--- src/rtl/fbid_pkg.sv ---
package fbid_pkg;
   localparam int SRC_W = 3;
   localparam logic [SRC_W-1:0] SRC_RX = 3'b110;
   localparam logic [SRC_W-1:0] SRC_TX = 3'b101;
endpackage

--- src/rtl/fbid_level_cmp.sv ---
module fbid_level_cmp #(
   parameter int DEPTH = 8,
   parameter int CNT_W = 4
) (
   input  logic [CNT_W-1:0] metric,
   input  logic [1:0]       level,
   output logic             hit
);
   localparam logic [CNT_W-1:0] TH_ONE  = CNT_W'(1);
   localparam logic [CNT_W-1:0] TH_HALF = CNT_W'(DEPTH / 2);
   localparam logic [CNT_W-1:0] TH_3Q   = CNT_W'((3 * DEPTH) / 4);
   localparam logic [CNT_W-1:0] TH_ALL  = CNT_W'(DEPTH);

   logic [CNT_W-1:0] thresh;

   always_comb begin
      unique case (level)
         2'd0:    thresh = TH_ONE;
         2'd1:    thresh = TH_HALF;
         2'd2:    thresh = TH_3Q;
         default: thresh = TH_ALL;
      endcase
      hit = (metric >= thresh);
   end
endmodule

--- src/rtl/fbid_source.sv ---
module fbid_source
   import fbid_pkg::*;
#(
   parameter int DEPTH = 8,
   parameter int CHAN_W = 2,
   parameter bit IS_TX = 1'b0,
   parameter int CNT_W = 4,
   parameter int BID_W = 10
) (
   input  logic              clk,
   input  logic              rst_n,
   input  logic [CNT_W-1:0]  cnt_in,
   input  logic [1:0]        level,
   input  logic              enable,
   input  logic [CHAN_W-1:0] chan,
   output logic              bid_vld,
   output logic [BID_W-1:0]  bid
);
   localparam logic [CNT_W-1:0] DEPTH_C = CNT_W'(DEPTH);

   logic [CNT_W-1:0] occ;
   logic [CNT_W-1:0] metric;
   logic [SRC_W-1:0] src_code;
   logic             hit;
   logic             next_vld;

   always_comb occ = (cnt_in > DEPTH_C) ? DEPTH_C : cnt_in;

   generate
      if (IS_TX) begin : g_tx
         always_comb metric   = DEPTH_C - occ;
         always_comb src_code = SRC_TX;
      end else begin : g_rx
         always_comb metric   = occ;
         always_comb src_code = SRC_RX;
      end
   endgenerate

   fbid_level_cmp #(.DEPTH(DEPTH), .CNT_W(CNT_W)) i_cmp (
      .metric(metric),
      .level (level),
      .hit   (hit)
   );

   always_comb next_vld = enable & hit;

   always_ff @(posedge clk or negedge rst_n) begin
      if (!rst_n) begin
         bid_vld <= 1'b0;
         bid     <= '0;
      end else begin
         bid_vld <= next_vld;
         bid     <= next_vld ? {metric, src_code, 1'b0, chan} : '0;
      end
   end
endmodule

--- src/rtl/fbid_gen.sv ---
module fbid_gen
   import fbid_pkg::*;
#(
   parameter int FIFO_DEPTH = 8,
   parameter int CHAN_W = 2,
   localparam int CNT_W = $clog2(FIFO_DEPTH + 1),
   localparam int BID_W = CNT_W + SRC_W + 1 + CHAN_W
) (
   input  logic              clk,
   input  logic              rst_n,
   input  logic [CHAN_W-1:0] chan_id,
   input  logic [CNT_W-1:0]  rx_count,
   input  logic [1:0]        rx_level,
   input  logic              rx_enable,
   input  logic [CNT_W-1:0]  tx_fill,
   input  logic [1:0]        tx_level,
   input  logic              tx_enable,
   output logic              rx_bid_valid,
   output logic [BID_W-1:0]  rx_bid,
   output logic              tx_bid_valid,
   output logic [BID_W-1:0]  tx_bid
);
   initial begin
      assert (FIFO_DEPTH >= 4 && FIFO_DEPTH % 4 == 0)
         else $error("fbid_gen: FIFO_DEPTH must be a multiple of 4");
      assert (CHAN_W >= 1)
         else $error("fbid_gen: CHAN_W must be at least 1");
   end

   fbid_source #(.DEPTH(FIFO_DEPTH), .CHAN_W(CHAN_W), .IS_TX(1'b0),
                 .CNT_W(CNT_W), .BID_W(BID_W)) i_rx (
      .clk(clk), .rst_n(rst_n), .cnt_in(rx_count), .level(rx_level),
      .enable(rx_enable), .chan(chan_id), .bid_vld(rx_bid_valid), .bid(rx_bid)
   );

   fbid_source #(.DEPTH(FIFO_DEPTH), .CHAN_W(CHAN_W), .IS_TX(1'b1),
                 .CNT_W(CNT_W), .BID_W(BID_W)) i_tx (
      .clk(clk), .rst_n(rst_n), .cnt_in(tx_fill), .level(tx_level),
      .enable(tx_enable), .chan(chan_id), .bid_vld(tx_bid_valid), .bid(tx_bid)
   );
endmodule

--- config.mk ---
export PLATFORM = sky130hd
export DESIGN_NAME = fbid_gen
export DESIGN_NICKNAME = d
export VERILOG_FILES = /design/src/rtl/fbid_pkg.sv /design/src/rtl/fbid_level_cmp.sv /design/src/rtl/fbid_source.sv /design/src/rtl/fbid_gen.sv
export SDC_FILE = /design/constraint.sdc
export NUM_CORES = 1
export LEC_CHECK = 0
export BUFFER_PORTS_ARGS = -buffer_cell sky130_fd_sc_hd__buf_2
export CAP_MARGIN = 20
export CORE_MARGIN = 3
export CORE_UTILIZATION = 46
export DETAILED_ROUTE_END_ITERATION = 8
export GPL_TIMING_DRIVEN = 0
export PLACE_DENSITY = 0.78
export REMOVE_ABC_BUFFERS = 1
export SYNTH_ARGS = -nofsm -noshare
export SYNTH_HDL_FRONTEND = slang
export SYNTH_SLANG_ARGS = --single-unit
--- constraint.sdc ---
create_clock -name clk -period 0.8 [get_ports clk]
set_input_delay 0.04 -clock clk [delete_from_list [all_inputs] [get_ports clk]]
set_output_delay 0.04 -clock clk [all_outputs]
set_load 0.02 [all_outputs]
==> summary.txt, run 1 <==
DRT antenna net count = 0
Largest net degree at the start of global routing = 15
Most frequent cells in the layout = 20 x buf_6, 14 x dfrtp_1, 13 x buf_2
Pleak = 0.690 nW
Final core occ = 82.7%
HP Start = chan_id[0]
CTS root buffer = clkbuf_4
Worst-path fanout max = 7
Seq pwr share = 38.9%
Flops & latches, synth = 14
Final period util = 154%
Max_cap viols = 0
Hold EP = i_tx.bid[0]
RSZ-0062 raised after global routing = yes
Via count = 681
Routed wire length = 1930 um
Reg area = 350 um2
Setup WS post-layout = -0.428 ns
Share of cells above drive strength 1 = 66.1%
Total power = 2.02 mW
Failing checks = negative setup slack
Number of top-level pins = 40
Fillers = 81
Netlist Area Pre-Place = 896 um2
Vias in the first global route = 701
All-Layer GR Usage = 15.9%
FP Rows = 15
Yosys warns = 0
Deepest clock path buffer count = 2
Detailed placer's ending HPWL = 1210 um
Worst vdd ir = 0.000824 V
Final setup violation count = 32
Clock power share = 19.7%
Initial core utilization = 50.2%
Comb pwr share = 41.4%
Initial antenna violation count = 0
HP Class = input port to register
Cell Int Power = 1.36 mW
Port Buf Inserts = 35
Die X = 50.1 um
Die footprint = 2510 um2
Placer Congestion = 0.713
First-pass GRT wire length = 2990 um
Total grt overflow = 0
Final Hold Fails = 0
Hold path cells = 2
Metal2 WL = 1020 um
Final net count = 150
DRC = 0
Minimum clock period = 1.23 ns
Synth cell types = 17
Crit path DAT = 1.40 ns
Max Slew Vio Count = 0
Routed WL per cell = 13.8 um
TritonCTS Buffers = 3
Post-DR vias/cell = 4.86
Clk sinks = 14
Critical path capture point type = register
Metal3 WL = 109 um
FMAX = 0.814 GHz
P_sw = 0.662 mW
Number of diodes = 0
Top layer used by detailed routing = met4
Metal1 wirelength = 751 um
Post-route design area = 1480 um2
Clock transition at path regs = 0.08 ns
Status = complete, but fails checks
Core Box Area = 1780 um2
Multi-input gate area = 666 um2
Critical Path RT = 0.97 ns
Mapped Avg Cell Area = 11.3 um2
Area growth syn-to-layout = 64.7%
Commonest non-fill, non-tap cell in the layout = buf_6
First-pass DRT Iterations = 4
H-Tree Depth = 1
Drt first-iter violations = 8
Sw frac = 32.8%
Syn Inst Count = 79
CTS tree = yes
Post-synthesis sequential area ratio = 39.1%
Setup TNS = -5.67 ns
Pwr dens = 1370 nW/um2
Chip height = 50.1 um
Post-DP Area = 1050 um2
CP startpoint kind = input port
Crit path kind = input port to register
## metal layers
| metal | GRT usage, % | vias to the layer above |
|---|---|---|
| li1 | - | 323 |
| met1 | 16.6 | 327 |
| met2 | 30.7 | 26 |
| met3 | 2.37 | 5 |
| met4 | 6.91 | 0 |
| met5 | 0 | - |
## how the worst max path moves through the flow
stage	slack (ns)	endpoint	startpoint
2_1_floorplan	-0.69	i_tx.bid[0]	tx_fill[3]
3_3_place_gp	-1.01	i_tx.bid[8]	tx_fill[3]
3_5_place_dp	-1.05	i_tx.bid[7]	tx_fill[3]
4_1_cts	-0.46	i_tx.bid[7]	tx_fill[3]
5_1_grt	-0.48	i_tx.bid[7]	tx_fill[3]
6_report	-0.43	i_tx.bid[8]	tx_fill[3]
## power groups by stage
stage	Combinational (mW)	Sequential (mW)	Clock [mW]
finish	0.836	0.786	0.397
global route	0.900	0.791	0.419
CTS	0.765	0.784	0.378
detailed placement	0.523	0.781	0
global placement	0.508	0.779	0
floorplan	0.255	0.876	0
## stage by stage
stage	setup slack, ns	hold slack [ns]	instances
floorplan	-0.690	-0.256	73
global placement	-1.01	-0.0645	133
detailed placement	-1.05	-0.0615	133
CTS	-0.463	0.0346	140
global route	-0.475	0.0230	140
finish	-0.428	0.0187	140
## sequential cells by signal (all words and copies together), names as in the netlist
name      count
i_rx.bid      7
i_tx.bid      7
## final cells by class
type | instances | share of cell area, %
multi-input combinational | 49 | 45.1
timing repair buffer | 39 | 24.4
sequential | 14 | 23.7
inverter | 10 | 3.05
tap | 25 | 2.12
clock buffer | 3 | 1.53
## kinds of logic (layout without fill, tap and decap cells)
kind of cell             after synthesis  count (layout)  synth area share [%]
buffers and inverters                 19              52                  11.3
AO/OA/AOI/OAI                          6               6                  8.94
XOR/XNOR                               1               1                 0.978
flip-flops                            14              14                  39.1
other                                  1               4                 0.419
adder cells (fa/ha/maj)               15              15                  20.9
AND/OR/NAND/NOR                       23              23                  18.3
## repair_timing
action                                  in CTS  in global routing
buffers inserted                             3                  0
gates resized for setup                     72                 12
endpoints found under the hold margin       14                  0
pin swaps                                   12                 10
endpoints found under the setup margin      32                 32
hold buffers                                 1                  0
## Yosys cell counts (all sizes together)
library cell	n	area, um2
nor2b	3	18.8
nor4	1	6.26
a2111oi	2	55.1
ha	15	188
clkbuf	1	3.75
nor2	2	7.51
xnor2	1	8.76
conb	1	3.75
buf	8	60.1
o21ai	2	10.0
dfrtp	14	350
inv	10	37.5
nand2b	5	46.3
nor3	2	10.0
o21a	2	15.0
nor3b	10	75.1
## critical path, stage by stage
cell	delay, ns
buf_8	0.10
nand2b_4	0.15
ha_4	0.18
xnor2_4	0.17
ha_4	0.22
o21a_1	0.19
o21ai_4	0.25
nor3b_1	0.09
No activity file was read; power rests on OpenSTA's default activity.
==> run 2: changes to the inputs <==
- clock period: 0.8 -> 1.25 ns (I/O delays scaled with it)
==> run 2 against run 1 <==
  * The run still ends with negative setup slack left
  * Setup slack improved by 0.42 ns
  * Combinational power down 49%
  * Global-route usage shrank 2.6 points
  * Critical endpoint is now i_tx.bid[1]
==> summary.txt, run 2 (same netlist as run 1, synthesis figures left out) <==
Place WS = -0.625 ns (was -1.05 ns)
Max Slew Vio Count = 0 (unchanged)
Initial antenna violation count = 0 (unchanged)
Vias in the first global route = 593 (was 701)
Pwr dens = 934 nW/um2 (was 1370 nW/um2)
Number of top-level pins = 40 (unchanged)
First-pass DRT Iterations = 2 (was 4)
Final Hold Fails = 0 (unchanged)
Final period util = 100%
Total grt overflow = 0 (unchanged)
Routed wire length = 1630 um (was 1930 um)
Pleak = 0.649 nW (was 0.690 nW)
Core Box Area = 1780 um2 (unchanged)
Via count = 666 (was 681)
Area growth syn-to-layout = 38.3% (was 64.7%)
Status = complete, but fails checks (unchanged)
CP startpoint kind = input port (unchanged)
Most frequent cells in the layout = 34 x buf_2, 14 x dfrtp_1, 10 x nor3b_1, 10 x ha_1, 9 x inv_1 (was 20 x buf_6, 14 x dfrtp_1, 13 x buf_2)
Crit path DAT = 1.41 ns (was 1.40 ns)
Share of cells above drive strength 1 = 50.9% (was 66.1%)
CTS tree = yes (unchanged)
Crit path launch = tx_fill[3] (unchanged)
Chip height = 50.1 um (unchanged)
Biggest regs = i_rx.bid (7), i_tx.bid (7) (unchanged)
TritonCTS Buffers = 3 (unchanged)
Clock transition at path regs = 0.07 ns (was 0.08 ns)
Top Family by Delay on Critical Path = compound AO/OA/AOI/OAI gates (unchanged)
Clk sinks = 14 (unchanged)
Largest net degree at the start of global routing = 15 (unchanged)
Number of diodes = 0 (unchanged)
Setup crit end = i_tx.bid[1] (was i_tx.bid[8])
RSZ-0062 raised after global routing = yes (unchanged)
Sw frac = 32.0% (was 32.8%)
Crit-path most repeated cell = ha_4 (unchanged)
Initial core utilization = 50.2% (unchanged)
Deepest clock path buffer count = 2 (unchanged)
Cell Int Power = 0.787 mW (was 1.36 mW)
FP Rows = 15 (unchanged)
WP buf/inv = 1 (unchanged)
P_sw = 0.371 mW (was 0.662 mW)
Setup WS post-layout = -0.00600 ns (was -0.428 ns)
Seq pwr share = 42.3% (was 38.9%)
Crit path kind = input port to register (unchanged)
Routed WL per cell = 11.6 um (was 13.8 um)
Detailed placer's ending HPWL = 1210 um (unchanged)
Die X = 50.1 um (unchanged)
DRC = 0 (unchanged)
Post-DR vias/cell = 4.72 (was 4.86)
CP Cell Sequence = buf_8 > nand2b_4 > ha_4 > xnor2_4 > ha_4 > o21a_1 > o21ai_4 > nor3b_1 (unchanged)
CTS root buffer = clkbuf_4 (unchanged)
Critical path capture point type = register (unchanged)
Drt first-iter violations = 1 (was 8)
First-pass GRT wire length = 2480 um (was 2990 um)
Comb pwr share = 37.0% (was 41.4%)
Post-DP Area = 1050 um2 (unchanged)
Worst vdd ir = 0.000416 V (was 0.000824 V)
Placer Congestion = 0.713 (unchanged)
HP Class = input port to register (unchanged)
All-Layer GR Usage = 13.3% (was 15.9%)
Fillers = 139 (was 81)
Slowest Stage Delay on Critical Path = 0.23 ns (was 0.25 ns)
H-Tree Depth = 1 (unchanged)
DRT antenna net count = 0 (unchanged)
Post-route design area = 1240 um2 (was 1480 um2)
Worst-path fanout max = 7 (unchanged)
Final setup violation count = 1 (was 32)
Clock power share = 20.6% (was 19.7%)
Final net count = 151 (was 150)
FMAX = 0.796 GHz
Minimum clock period = 1.26 ns
Max_cap viols = 0 (unchanged)
Crit-path slowest cell = ha_4 (was o21ai_4)
Failing checks = negative setup slack (unchanged)
Critical Path RT = 1.40 ns (was 0.97 ns)
Worst hold slack = 0.0533 ns (was 0.0187 ns)
Critical path depth = 8 (unchanged)
Commonest non-fill, non-tap cell in the layout = buf_2 (was buf_6)
Port Buf Inserts = 35 (unchanged)
Die footprint = 2510 um2 (unchanged)
run 2: worst min path at each step:
stage | from | slack [ns] | to | cells past startpoint
finish | chan_id[0] | 0.05 | i_tx.bid[0] | 2
global route | chan_id[0] | 0.05 | i_rx.bid[0] | 2
CTS | chan_id[0] | 0.06 | i_rx.bid[0] | 2
detailed placement | rst_n | -0.04 | i_rx.bid[8] | 1
global placement | rst_n | -0.04 | i_rx.bid[8] | 1
floorplan | rst_n | -0.23 | i_rx.bid[0] | 0
run 2: final cells by class:
| type | count | area, um2 | area share [%] |
|---|---|---|---|
| Timing Repair Buffer | 40 | 225 | 18.2 |
| Sequential cell | 14 | 350 | 28.3 |
| Multi-Input combinational cell | 49 | 572 | 46.2 |
| Inverter | 10 | 37.5 | 3.03 |
| Tap cell | 25 | 31.3 | 2.53 |
| Clock buffer | 3 | 22.5 | 1.82 |
run 2: stage by stage:
step / std cells / util, % / total power [mW] / setup TNS [ns]
final: 141 / 69.5 / 1.16 / -0.00600
after global routing: 141 / 69.5 / 1.23 / -0.271
after CTS: 140 / 65.4 / 1.12 / -0.201
after detailed placement: 133 / 58.9 / 0.835 / -6.66
after global placement: 133 / 58.9 / 0.824 / -6.25
after floorplan: 73 / - / 0.724 / -2.63
run 2: timing repair:
item / in CTS / in global routing
pin swaps: 7 / 4
setup endpoints to repair: 14 / 13
hold buffers: 1 / 0
resized for setup: 10 / 9
setup buffers: 3 / 1
hold endpoints to repair: 14 / 0
run 2: power by group through the flow:
stage	clock network, mW	registers (mW)	logic, mW
finish	0.239	0.490	0.429
floorplan	0	0.561	0.163
global route	0.265	0.494	0.467
CTS	0.242	0.491	0.385
global placement	0	0.499	0.325
detailed placement	0	0.500	0.335
run 2: routing by layer:
metal | wire [um] | global-route usage, % | vias up
met5 | 0 | 0 | -
met4 | 41 | 8.29 | 0
met3 | 82 | 1.78 | 5
met2 | 844 | 23.0 | 24
met1 | 664 | 15.3 | 310
li1 | - | - | 327
